## src/rtl/etu_pkg.sv

```systemverilog
package etu_pkg;

  localparam int unsigned ETU_DIV_W_DEF    = 16;
  localparam int unsigned ETU_BASE_W_DEF   = 8;
  localparam int unsigned ETU_RST_DIV_DEF  = 31;
  localparam int unsigned ETU_RST_BASE_DEF = 12;

  // registered output strobes
  typedef struct packed {
    logic tick;
    logic mid;
    logic last;
  } etu_evt_t;

endpackage

```

## src/rtl/etu_cfg_shadow.sv

```systemverilog
// Working copy of divisor and ticks-per-bit; loaded only on etu boundary or resync.
module etu_cfg_shadow #(
  parameter int unsigned DIV_W    = 16,
  parameter int unsigned BASE_W   = 8,
  parameter int unsigned RST_DIV  = 31,
  parameter int unsigned RST_BASE = 12
) (
  input  logic              clk,
  input  logic              rst,
  input  logic              load,
  input  logic [DIV_W-1:0]  div_in,
  input  logic [BASE_W-1:0] base_in,
  output logic [DIV_W-1:0]  div_eff,
  output logic [BASE_W-1:0] base_eff,
  output logic [BASE_W-1:0] mid_pt
);

  localparam logic [DIV_W-1:0]  DIV_ONE    = DIV_W'(1);
  localparam logic [BASE_W-1:0] BASE_ONE   = BASE_W'(1);
  localparam logic [DIV_W-1:0]  RST_DIV_V  = (RST_DIV == 0) ? DIV_ONE : DIV_W'(RST_DIV);
  localparam logic [BASE_W-1:0] RST_BASE_V = (RST_BASE == 0) ? BASE_ONE : BASE_W'(RST_BASE);
  localparam logic [BASE_W-1:0] RST_MID_V  = ((RST_BASE_V >> 1) == '0) ? BASE_ONE : (RST_BASE_V >> 1);

  logic [DIV_W-1:0]  div_nxt;
  logic [BASE_W-1:0] base_nxt;
  logic [BASE_W-1:0] mid_nxt;

  // zero settings are clamped once, at load time, to keep the counter compare shallow
  always_comb begin
    div_nxt  = (div_in == '0) ? DIV_ONE : div_in;
    base_nxt = (base_in == '0) ? BASE_ONE : base_in;
    mid_nxt  = ((base_nxt >> 1) == '0) ? BASE_ONE : (base_nxt >> 1);
  end

  always_ff @(posedge clk) begin
    if (rst) begin
      div_eff  <= RST_DIV_V;
      base_eff <= RST_BASE_V;
      mid_pt   <= RST_MID_V;
    end else if (load) begin
      div_eff  <= div_nxt;
      base_eff <= base_nxt;
      mid_pt   <= mid_nxt;
    end
  end

endmodule

```

## src/rtl/etu_baud_div.sv

```systemverilog
// First stage: one sampling tick per div_eff enabled card clocks.
module etu_baud_div #(
  parameter int unsigned DIV_W = 16
) (
  input  logic             clk,
  input  logic             rst,
  input  logic             clk_en,
  input  logic             clr,
  input  logic [DIV_W-1:0] div_eff,
  output logic             tick,
  output logic [DIV_W-1:0] cnt_o
);

  logic [DIV_W-1:0] cnt;
  logic             at_top;

  assign at_top = (cnt == (div_eff - DIV_W'(1)));
  assign tick   = clk_en & ~clr & at_top;
  assign cnt_o  = cnt;

  always_ff @(posedge clk) begin
    if (rst || clr) begin
      cnt <= '0;
    end else if (clk_en) begin
      cnt <= at_top ? '0 : (cnt + DIV_W'(1));
    end
  end

endmodule

```

## src/rtl/etu_bit_cnt.sv

```systemverilog
// Second stage: groups sampling ticks into one etu and flags mid and last tick.
module etu_bit_cnt #(
  parameter int unsigned BASE_W = 8
) (
  input  logic              clk,
  input  logic              rst,
  input  logic              clr,
  input  logic              tick,
  input  logic [BASE_W-1:0] base_eff,
  input  logic [BASE_W-1:0] mid_pt,
  output logic              at_mid,
  output logic              at_end
);

  logic [BASE_W-1:0] cnt;
  logic [BASE_W-1:0] nxt;

  assign nxt    = cnt + BASE_W'(1);
  assign at_mid = tick & (nxt == mid_pt);
  assign at_end = tick & (nxt == base_eff);

  always_ff @(posedge clk) begin
    if (rst || clr) begin
      cnt <= '0;
    end else if (tick) begin
      cnt <= at_end ? '0 : nxt;
    end
  end

endmodule

```

## src/rtl/etu_timer.sv

```systemverilog
module etu_timer
  import etu_pkg::*;
#(
  parameter int unsigned DIV_W    = ETU_DIV_W_DEF,
  parameter int unsigned BASE_W   = ETU_BASE_W_DEF,
  parameter int unsigned RST_DIV  = ETU_RST_DIV_DEF,
  parameter int unsigned RST_BASE = ETU_RST_BASE_DEF
) (
  input  logic                 clk,
  input  logic                 rst,
  input  logic                 clk_en,
  input  logic                 resync,
  input  logic [DIV_W/2-1:0]   div_hi,
  input  logic [DIV_W/2-1:0]   div_lo,
  input  logic [BASE_W-1:0]    base,
  output logic                 samp_tick,
  output logic                 mid_strobe,
  output logic                 etu_end
);

  localparam int unsigned LATCH_W = DIV_W / 2;

  logic [DIV_W-1:0]  div_word;
  logic [DIV_W-1:0]  div_eff;
  logic [DIV_W-1:0]  div_cnt;
  logic [BASE_W-1:0] base_eff;
  logic [BASE_W-1:0] mid_pt;
  logic              tick_raw;
  logic              at_mid;
  logic              at_end;
  logic              load;
  etu_evt_t          evt_q;

  assign div_word = {div_hi[LATCH_W-1:0], div_lo[LATCH_W-1:0]};
  assign load     = resync | at_end;

  etu_cfg_shadow #(
    .DIV_W   (DIV_W),
    .BASE_W  (BASE_W),
    .RST_DIV (RST_DIV),
    .RST_BASE(RST_BASE)
  ) u_cfg (
    .clk     (clk),
    .rst     (rst),
    .load    (load),
    .div_in  (div_word),
    .base_in (base),
    .div_eff (div_eff),
    .base_eff(base_eff),
    .mid_pt  (mid_pt)
  );

  etu_baud_div #(
    .DIV_W(DIV_W)
  ) u_div (
    .clk    (clk),
    .rst    (rst),
    .clk_en (clk_en),
    .clr    (resync),
    .div_eff(div_eff),
    .tick   (tick_raw),
    .cnt_o  (div_cnt)
  );

  etu_bit_cnt #(
    .BASE_W(BASE_W)
  ) u_bit (
    .clk     (clk),
    .rst     (rst),
    .clr     (resync),
    .tick    (tick_raw),
    .base_eff(base_eff),
    .mid_pt  (mid_pt),
    .at_mid  (at_mid),
    .at_end  (at_end)
  );

  always_ff @(posedge clk) begin
    if (rst) begin
      evt_q <= '0;
    end else begin
      evt_q.tick <= tick_raw;
      evt_q.mid  <= at_mid;
      evt_q.last <= at_end;
    end
  end

  assign samp_tick  = evt_q.tick;
  assign mid_strobe = evt_q.mid;
  assign etu_end    = evt_q.last;

endmodule

```

## config.mk

```make
export PLATFORM = sky130hd
export DESIGN_NAME = etu_timer
export DESIGN_NICKNAME = d
export VERILOG_FILES = /design/src/rtl/etu_pkg.sv /design/src/rtl/etu_cfg_shadow.sv /design/src/rtl/etu_baud_div.sv /design/src/rtl/etu_bit_cnt.sv /design/src/rtl/etu_timer.sv
export SDC_FILE = /design/constraint.sdc
export NUM_CORES = 1
export LEC_CHECK = 0
export CAP_MARGIN = 30
export CORE_MARGIN = 3
export CORE_UTILIZATION = 50
export DETAILED_ROUTE_END_ITERATION = 8
export DONT_BUFFER_PORTS = 1
export SLEW_MARGIN = 20
export SYNTH_ARGS = -nofsm -noshare
export SYNTH_HDL_FRONTEND = slang
export SYNTH_SLANG_ARGS = --single-unit
```

## constraint.sdc

```tcl
create_clock -name clk -period 4.5 [get_ports clk]
set_input_delay 0.9 -clock clk [delete_from_list [all_inputs] [get_ports clk]]
set_output_delay 0.9 -clock clk [all_outputs]
set_load 0.005 [all_outputs]
```

==> reports/qor.yml, run 1 <==
status: "complete, no violations"
grt_max_degree: 54
post-route-util_pct: 54.3
yosysWarningCount: 0
chipWidth_um: 88.6
dp_cells: 458
io_buffer_count: 0
clk_latency_ps: 310
worst_ep_required_time_ps: 4680
finalSetupViolCount: 0
worstMarginPinSlew_ps: 896
clock_tree.root_cell: "clkbuf_8"
sequential_element_share_of_the_synthesized_area_pct: 30.5
drt_first_iter_violations: 165
max_fo_critical_path: 13
power.static_leakage_nw: 1.17
num-nets-final: 419
layout.cells.most_common_list: "52 x dfxtp_1, 50 x nor2_1, 34 x xnor2_1, 33 x nand2b_1, 27 x nand2_1"
worst_setup_path_end_kind: "flip-flop"
clock_sinks: 52
antennaDiodeCount: 0
r2r_slack_ps: 960
cts-htree-levels: 2
synthesis.nets: 428
reg2reg_from: "u_cfg.div_eff[0]"
fp.dieH_um: 88.6
cts_hold_buf: 0
critical_path.startpoint: "u_cfg.div_eff[0]"
post_cts_resized: 0
min_period_ps: 3540
cap_viol_max_count: 0
arrival_ps: 3720
post-route-period-util_pct: 78.7
synth_area_um2: 3410
antenna_violating_nets_post_route: 0
layout_commonest_cell: "dfxtp_1"
design.core.area_um2: 6490
site_rows: 29
clk_pin_slew_ps: 100
most_frequently_used_flop_master_after_synthesis: "dfxtp_1"
post_drt_wl_per_cell_um: 15.5
dpl.hpwl_um: 5380
synthesis_to_finish_area_growth_pct: 3.30
synth_edf_count: 0
fin_worst_skew_ps: 7.32
criticalPathCategory: "reg -> reg"
layout_cells_sized_above_1_pct: 6.68
finalMaxSlewViolations: 0
syn-mean-instance-area_um2: 8.60
postCtsSetupRepairBufs: 0
numCtsBuffers: 5
crit_path_end: "u_div.cnt_o[13]"
synth_async_sr_flop_share_pct: 0
grt_usage_pct: 19.9
clock_tree_from_tritoncts: "built"
first_pass_grt_wire_length_um: 12200
first_global_vias: 2466
rel_slew_slack_pct: 40.0
holdCritPathClass: "reg -> reg"
unrepaired_setup_endpoints_after_global_routing: "false"
gp_congestion: 0.870
fin_setup_tns_ps: 0
final_cells: 466
irDropWorstVdd_mv: 0.164
worstRegToRegCells: 9
critical_path.reg2reg.endpoint: "u_div.cnt_o[13]"
first_pass_iteration_count_of_the_detailed_router: 4
netlist_instances: 397
hold_viol_final: 0
start_util_pct: 52.6
sum_of_overflow_across_all_layers_after_global_routing: 0
cts_buffer_depth: 2
pwr_density_cell_nw_per_um2: 252
route.vias.total: 2694
design.portCount: 31
design.die.area_um2: 7850
fin_worst_hold_slack_ps: 498
detailed_route_wire_length_um: 7240
ys_ff_latch: 52
worst_setup_path_start_kind: "flip-flop"
via_per_inst: 5.78
max_clock_freq_ghz: 0.282
detail_route.drc_violations: 0
grt_antenna_before_repair: 0
synth_cell_type_count: 59
-- worst min path at each step --
stage	start	slack [ps]	endpoint	cells after the start
floorplan	u_cfg.base_eff[1]	460	u_cfg.base_eff[1]	2
global placement	u_cfg.base_eff[1]	470	u_cfg.base_eff[1]	2
detailed placement	u_cfg.base_eff[1]	480	u_cfg.base_eff[1]	2
CTS	u_cfg.base_eff[1]	500	u_cfg.base_eff[1]	2
global route	u_cfg.mid_pt[0]	520	u_cfg.mid_pt[0]	2
finish	u_cfg.base_eff[1]	500	u_cfg.base_eff[1]	2
-- kinds of logic after synthesis --
logic type / Yosys count / share of synthesized area (%)
buffers and inverters: 28 / 4.22
XOR/XNOR: 54 / 15.1
adder cells (fa/ha/maj): 3 / 1.10
flip-flops: 52 / 30.5
multiplexers: 26 / 7.66
AO/OA/AOI/OAI: 48 / 11.7
AND/OR/NAND/NOR: 186 / 29.7
-- cell type report --
| class | instances | area [µm²] |
|---|---|---|
| Inverter | 9 | 33.8 |
| Multi-Input combinational cell | 317 | 2240 |
| Clock buffer | 6 | 82.6 |
| Timing Repair Buffer | 3 | 22.5 |
| Clock inverter | 2 | 10.0 |
| Fill cell | 620 | 2970 |
| Sequential cell | 52 | 1040 |
| Tap cell | 77 | 96.3 |
-- critical path, stage by stage (launching register included) --
cell      delay [ps]
dfxtp_1          370
inv_1             70
ha_1             280
or4b_1           580
o21a_1           220
a211oi_1         210
nand4_1          200
or4_1            800
o31ai_4          560
nor2_1           120
-- through the flow --
step	instance area (µm²)	power, mW	setup WS, ps
after floorplan	3410	0.602	1500
after global placement	3430	0.613	1080
after detailed placement	3430	0.615	979
after CTS	3530	0.896	958
after global routing	3530	0.937	625
final	3530	0.887	960
-- cells in the mapped netlist, drive strengths merged, types with 2 or more instances --
| master | number | area [µm²] |
|---|---|---|
| a2111oi | 3 | 51.3 |
| a211oi | 3 | 22.5 |
| a21oi | 6 | 30.0 |
| a31oi | 2 | 12.5 |
| and2 | 3 | 18.8 |
| buf | 6 | 61.3 |
| clkbuf | 13 | 48.8 |
| dfxtp | 52 | 1040 |
| ha | 3 | 37.5 |
| inv | 9 | 33.8 |
| mux2i | 25 | 250 |
| nand2 | 27 | 101 |
| nand2b | 33 | 206 |
| nand3 | 8 | 40.0 |
| nand3b | 2 | 15.0 |
| nand4 | 11 | 68.8 |
| nor2 | 50 | 188 |
| nor2b | 4 | 25.0 |
| nor3 | 14 | 70.1 |
| nor4 | 11 | 90.1 |
| nor4b | 3 | 38.8 |
| o2111ai | 2 | 17.5 |
| o21a | 2 | 15.0 |
| o21ai | 3 | 15.0 |
| o21bai | 3 | 22.5 |
| o22ai | 7 | 43.8 |
| o31ai | 4 | 43.8 |
| o41ai | 4 | 35.0 |
| or2 | 3 | 18.8 |
| or3 | 6 | 42.5 |
| or4 | 7 | 56.3 |
| xnor2 | 34 | 298 |
| xor2 | 17 | 149 |
| xor3 | 2 | 47.6 |
-- flip-flops by register name, summed over array words and instances, names as in the netlist --
name	cells
u_cfg.base_eff	8
u_cfg.div_eff	16
etu_end	1
u_div.cnt_o	16
u_cfg.mid_pt	1
samp_tick	1
u_bit.cnt	8
mid_strobe	1
-- layer usage --
layer / GRT usage (%) / part of all wire [%]
met3: 4.56 / 5.2
met2: 25.8 / 40
met5: 0 / 0
met1: 32.2 / 54
met4: 4.81 / 1.1
-- report_power, final --
group          switching, mW  internal (mW)
combinational         0.0568         0.0519
clock                  0.160          0.123
sequential            0.0209          0.475
(Power assumes the default switching activity.)
==> inputs of run 2 (changes only) <==
==> constraint.sdc (replaced) <==
create_clock -name clk -period 3.4 [get_ports clk]
set_input_delay 0.68 -clock clk [delete_from_list [all_inputs] [get_ports clk]]
set_output_delay 0.68 -clock clk [all_outputs]
set_load 0.005 [all_outputs]
==> reports/qor.yml, run 2 (synthesized netlist as in run 1, its figures left out) <==
rel_slew_slack_pct: 48.6  # was 40.0%
post-route-period-util_pct: 90.4  # was 78.7%
design.portCount: 31  # unchanged
arrival_ps: 3280  # was 3720 ps
clock_tree_from_tritoncts: "built"  # unchanged
hold_viol_final: 0  # unchanged
pwr_density_cell_nw_per_um2: 343  # was 252 nW/µm²
worst_ep_required_time_ps: 3610  # was 4680 ps
critPathMostFrequentCell: "buf_4"
fin_worst_hold_slack_ps: 498  # about the same
delay_contributed_by_the_slowest_stage_of_the_critical_path_ps: 550  # was 800 ps
sum_of_overflow_across_all_layers_after_global_routing: 0  # unchanged
first_pass_grt_wire_length_um: 12400  # was 12,200 µm
finalMaxSlewViolations: 0  # unchanged
status: "complete, no violations"  # unchanged
min_period_ps: 3070  # was 3540 ps
kind_of_cell_adding_the_most_delay_to_the_critical_path: "simple AND/OR/NAND/NOR gates"  # unchanged
irDropWorstVdd_mv: 0.150  # was 0.164 mV
criticalPathCategory: "reg -> reg"  # unchanged
holdCritPathClass: "reg -> reg"  # unchanged
via_per_inst: 5.70  # was 5.78
post_drt_wl_per_cell_um: 15.4  # was 15.5 µm
antenna_violating_nets_post_route: 0  # unchanged
design.core.area_um2: 6490  # unchanged
placed_area_um2: 3520  # was 3430 µm²
chipWidth_um: 88.6  # unchanged
cap_viol_max_count: 0  # unchanged
finalSetupViolCount: 0  # unchanged
fin_worst_skew_ps: 4.78  # was 7.32 ps
layout.cells.most_common_list: "52 x dfxtp_1, 50 x nor2_1, 34 x xnor2_1, 33 x nand2b_1, 27 x nand2_1"  # unchanged
cts-htree-levels: 2  # unchanged
num-nets-final: 430  # was 419
start_util_pct: 52.6  # unchanged
clk_latency_ps: 310  # about the same
grt_antenna_before_repair: 0  # unchanged
fin_setup_tns_ps: 0  # unchanged
numCtsBuffers: 5  # unchanged
worst_setup_path_start_kind: "flip-flop"  # unchanged
io_buffer_count: 0  # unchanged
clock_sinks: 52  # unchanged
dp_worst_setup_slack_ps: 342  # was 979 ps
grt_usage_pct: 19.8  # was 19.9%
fin_area_um2: 3630  # was 3530 µm²
cts_hold_buf: 0  # unchanged
worstPathBufferInverterCount: 3  # was 1
power.static_leakage_nw: 1.23  # was 1.17 nW
power_consumption_mw: 1.24  # was 0.887 mW
critical_path_cell_by_cell: "inv_1, ha_1, or4b_1, o21a_1, a211oi_1, nand4_1, or4_1, buf_4, o31ai_4, buf_4, nor2_1"  # was inv_1, ha_1, or4b_1, o21a_1, a211oi_1, nand4_1, or4_1, o31ai_4, nor2_1
grt_max_degree: 54  # unchanged
fp.dieH_um: 88.6  # unchanged
first_pass_iteration_count_of_the_detailed_router: 4  # unchanged
critical_path.slowest_cell: "or4b_1"  # was or4_1
dpl.hpwl_um: 5460  # was 5380 µm
timing.final.ws_setup_ps: 325  # was 960 ps
worst_setup_path_end_kind: "flip-flop"  # unchanged
drt_first_iter_violations: 162  # was 165
clock_tree.root_cell: "clkbuf_8"  # unchanged
max_clock_freq_ghz: 0.325  # was 0.282 GHz
layout_commonest_cell: "dfxtp_1"  # unchanged
unrepaired_setup_endpoints_after_global_routing: "false"  # unchanged
site_rows: 29  # unchanged
gp_congestion: 0.940  # was 0.870
detail_route.drc_violations: 0  # unchanged
max_fo_critical_path: 13  # unchanged
design.die.area_um2: 7850  # unchanged
clk_pin_slew_ps: 90  # was 100 ps
detailed_route_wire_length_um: 7340  # was 7240 µm
first_global_vias: 2487  # was 2,466
synthesis_to_finish_area_growth_pct: 6.34  # was 3.30%
antennaDiodeCount: 0  # unchanged
layout_cells_sized_above_1_pct: 9.25  # was 6.68%
route.vias.total: 2717  # was 2,694
worstMarginPinSlew_ps: 768  # was 896 ps
cts_buffer_depth: 2  # unchanged
## run 2: timing repair
item / in CTS / in global routing
setup buffers: 0 / 0
setup endpoints to repair: 0 / 2
hold endpoints to repair: 0 / 0
resized for setup: 0 / 1
## run 2: routing by layer
layer / global-route usage, % / routed length, µm / up-vias
li1: - / - / 1408
met1: 32.6 / 4040 / 1242
met2: 26.2 / 2890 / 59
met3: 2.61 / 327 / 8
met4: 5.22 / 82 / 0
met5: 0 / 0 / -
## run 2: report_power, final
group / total (mW) / internal [mW] / switching [mW]
Clock: 0.432 / 0.219 / 0.213
Combinational: 0.160 / 0.0788 / 0.0808
Sequential: 0.653 / 0.628 / 0.0251
Total: 1.24 / 0.926 / 0.319
## run 2: worst paths after layout
path / start / endpoint / slack (ps) / cells after the start
setup reg to reg: u_cfg.div_eff[0] / u_div.cnt_o[15] / 330 / 11
setup / recovery: u_cfg.div_eff[0] / u_div.cnt_o[15] / 330 / 11
hold / removal: u_cfg.div_eff[15] / u_cfg.div_eff[15] / 500 / 2
hold reg to reg: u_cfg.div_eff[15] / u_cfg.div_eff[15] / 500 / 2
## run 2: cell type report
type	instances	area [µm²]
Clock inverter	2	35.0
Sequential cell	52	1040
Tap cell	77	96.3
Fill cell	618	2870
Multi-Input combinational cell	317	2250
Timing Repair Buffer	14	105
Clock buffer	6	72.6
Inverter	9	33.8
## run 2: worst reg2reg max path, stage by stage, from the launching register on
cell      delay (ps)
dfxtp_1          370
inv_1             70
ha_1             150
or4b_1           550
o21a_1           210
a211oi_1         230
nand4_1          210
or4_1            540
buf_4            200
o31ai_4          160
buf_4            210
nor2_1            70
## run 2: stage by stage
step	std cells	util, %
detailed placement	469	54.1
finish	477	55.9
CTS	477	55.8
floorplan	397	-
global placement	469	54.1
global route	477	55.9
==> inputs of run 3 (changes only) <==
--- a/config.mk
+++ b/config.mk
@@ -5,6 +5,7 @@
 export SDC_FILE = /design/constraint.sdc
 export NUM_CORES = 1
 export LEC_CHECK = 0
+export ABC_AREA = 1
 export CAP_MARGIN = 30
 export CORE_MARGIN = 3
 export CORE_UTILIZATION = 50
==> reports/qor.yml, run 3 <==
most_frequently_used_flop_master_after_synthesis: "dfxtp_1"  # unchanged
post-route-period-util_pct: 78.1  # was 90.4%
timing.final.ws_setup_ps: 743  # was 325 ps
layout.cells.most_common_list: "140 x nand2_1, 71 x nor2_1, 69 x inv_1, 53 x nand3_1, 52 x dfxtp_1"  # was 52 x dfxtp_1, 50 x nor2_1, 34 x xnor2_1, 33 x nand2b_1, 27 x nand2_1
max_fo_critical_path: 30  # was 13
synth_area_um2: 3580  # was 3410 µm²
start_util_pct: 52.2  # was 52.6%
antennaDiodeCount: 0  # unchanged
yosysWarningCount: 0  # unchanged
dp_worst_setup_slack_ps: 751  # was 342 ps
fp.dieH_um: 90.7  # was 88.6 µm
dpl.hpwl_um: 6710  # was 5460 µm
detailed_route_wire_length_um: 8600  # was 7340 µm
grt_max_degree: 47  # was 54
grt_antenna_before_repair: 0  # unchanged
worst_setup_path_start_kind: "flip-flop"  # unchanged
via_per_inst: 5.05  # was 5.70
criticalPathCategory: "reg -> reg"  # unchanged
fillerInstances: 704  # was 618
postCtsSetupRepairBufs: 0  # unchanged
min_period_ps: 2660  # was 3070 ps
clock_tree_from_tritoncts: "built"  # unchanged
cts_buffer_depth: 2  # unchanged
io_buffer_count: 0  # unchanged
irDropWorstVdd_mv: 0.210  # was 0.150 mV
chipWidth_um: 90.7  # was 88.6 µm
site_rows: 30  # was 29
synthesis.nets: 597  # was 428
max_clock_freq_ghz: 0.376  # was 0.325 GHz
netlist_instances: 566  # was 397
rel_slew_slack_pct: 45.0  # was 48.6%
final_cells: 659  # was 477
synth_async_sr_flop_share_pct: 0  # unchanged
r2r_slack_ps: 740  # was 330 ps
numCtsBuffers: 5  # unchanged
first_pass_grt_wire_length_um: 14300  # was 12,400 µm
ys_ff_latch: 52  # unchanged
unrepaired_setup_endpoints_after_global_routing: "false"  # unchanged
worstMarginPinSlew_ps: 823  # was 768 ps
holdCritPathClass: "reg -> reg"  # unchanged
cts-htree-levels: 2  # unchanged
dp_cells: 651  # was 469
synth_edf_count: 0  # unchanged
clk_latency_ps: 310  # about the same
route.vias.total: 3325  # was 2,717
finalMaxSlewViolations: 0  # unchanged
worst_setup_path_end_kind: "flip-flop"  # unchanged
synthesis_to_finish_area_growth_pct: 4.61  # was 6.34%
clock_tree.root_cell: "clkbuf_8"  # unchanged
fin_worst_skew_ps: 9.84  # was 4.78 ps
post-synth-top-area-fraction_pct: 29.1  # was 30.5%
design.portCount: 31  # unchanged
netlist_top_cells_count: "140 x nand2_1, 71 x nor2_1, 69 x inv_1, 53 x nand3_1, 52 x dfxtp_1"  # was 52 x dfxtp_1, 50 x nor2_1, 34 x xnor2_1, 33 x nand2b_1, 27 x nand2_1
sum_of_overflow_across_all_layers_after_global_routing: 0  # unchanged
synth.largest_area_cell: "dfxtp_1"  # unchanged
arrival_ps: 2860  # was 3280 ps
fin_setup_tns_ps: 0  # unchanged
detail_route.drc_violations: 0  # unchanged
critical_path.slowest_cell: "dfxtp_1"  # was or4b_1
sequential_element_share_of_the_synthesized_area_pct: 29.1  # was 30.5%
power.static_leakage_nw: 1.81  # was 1.23 nW
first_global_vias: 2953  # was 2,487
design.core.area_um2: 6870  # was 6490 µm²
hold_viol_final: 0  # unchanged
num-nets-final: 593  # was 430
yosys-top-cells-area: "dfxtp_1 29%, nand2_1 15%, nor2_1 7.4%"  # was dfxtp_1 30%, xnor2_1 8.7%, mux2i_1 7.3%
gp_congestion: 0.913  # was 0.940
syn-mean-instance-area_um2: 6.33  # was 8.60 µm²
antenna_violating_nets_post_route: 0  # unchanged
worst_ep_required_time_ps: 3600  # was 3610 ps
critical_path_cell_by_cell: "inv_2, ha_1, nand3_2, nor2_2, nand2_1, nand3_1, nand2_1, nor2_2, nand3_2, nor2_8, nand3_4, buf_4, a21oi_1, nor2_1"  # was inv_1, ha_1, or4b_1, o21a_1, a211oi_1, nand4_1, or4_1, buf_4, o31ai_4, buf_4, nor2_1
delay_contributed_by_the_slowest_stage_of_the_critical_path_ps: 360  # was 550 ps
post_drt_wl_per_cell_um: 13.1  # was 15.4 µm
synth_cell_type_count: 38  # was 59
status: "complete, no violations"  # unchanged
finalSetupViolCount: 0  # unchanged
fin_area_um2: 3750  # was 3630 µm²
clock_sinks: 52  # unchanged
pwr_density_cell_nw_per_um2: 324  # was 343 nW/µm²
grt_usage_pct: 21.3  # was 19.8%
post_cts_resized: 0  # unchanged
cap_viol_max_count: 0  # unchanged
power_consumption_mw: 1.22  # was 1.24 mW
clk_pin_slew_ps: 100  # was 90 ps
first_pass_iteration_count_of_the_detailed_router: 4  # unchanged
cts_hold_buf: 0  # unchanged
placed_area_um2: 3650  # was 3520 µm²
synth_most_common_cell: "nand2_1"  # was dfxtp_1
drt_first_iter_violations: 129  # was 162
layout_commonest_cell: "nand2_1"  # was dfxtp_1
layout_cells_sized_above_1_pct: 9.59  # was 9.25%
design.die.area_um2: 8220  # was 7850 µm²
-- run 3: cell count changes in the layout (fill, tap and decap cells not counted), sizes merged, moves of 32 or more --
cell and change:
nand3 +59, nor2 +32, nand2b -33, nand2 +117, inv +69
-- run 3: critical path, delay by kind of cell (launching register included) --
| family | cells | cell delay (ps) |
|---|---|---|
| AND/OR/NAND/NOR | 10 | 1440 |
| buffers and inverters | 2 | 420 |
| flip-flops | 1 | 360 |
| adder cells (fa/ha/maj) | 1 | 190 |
| AO/OA/AOI/OAI | 1 | 150 |
-- run 3: metal layers --
layer	vias to the layer above	track usage [%]	share of wire (%)
met3	10	5.25	6.4
li1	1799	-	-
met2	79	29.3	40
met5	-	0	0
met4	0	6.63	1.2
met1	1437	32.1	53
-- run 3: cell families after synthesis --
family / synth area share, %
adders and majority gates: 1.05
DFF: 29.1
xor gates and xnor gates: 7.09
and+or+nand+nor: 44.7
buffers and inverters: 10.4
AOI/OAI and AO/OA: 7.72
-- run 3: path summary, 6_finish.rpt --
check / to / cells past startpoint / startpoint
max: u_cfg.div_eff[8] / 14 / u_cfg.div_eff[0]
min reg2reg: u_bit.cnt[7] / 2 / u_bit.cnt[7]
min: u_bit.cnt[7] / 2 / u_bit.cnt[7]
max reg2reg: u_cfg.div_eff[8] / 14 / u_cfg.div_eff[0]
-- run 3: where the power goes --
group	leakage, nW	total (mW)	internal (mW)	switching [mW]
sequential	0.426	0.655	0.631	0.0246
clock	0.0434	0.375	0.165	0.210
combinational	1.34	0.186	0.0685	0.117
total	1.81	1.22	0.864	0.351
-- run 3: area by class of cell --
type	instances	area (µm²)	share of cell area (%)
clock inverters	2	15.0	0.401
well taps	96	120	3.20
inverters	81	304	8.11
flip-flops and latches	52	1040	27.8
repair buffers	2	15.0	0.401
clock buffers	6	82.6	2.20
multi-input cells	420	2170	57.9
-- run 3: metrics by stage --
step	util, %	hold WS [ps]
3_5_place_dp	53.2	470
2_1_floorplan	-	458
4_1_cts	54.6	481
6_report	54.6	487
5_1_grt	54.6	484
3_3_place_gp	53.2	468
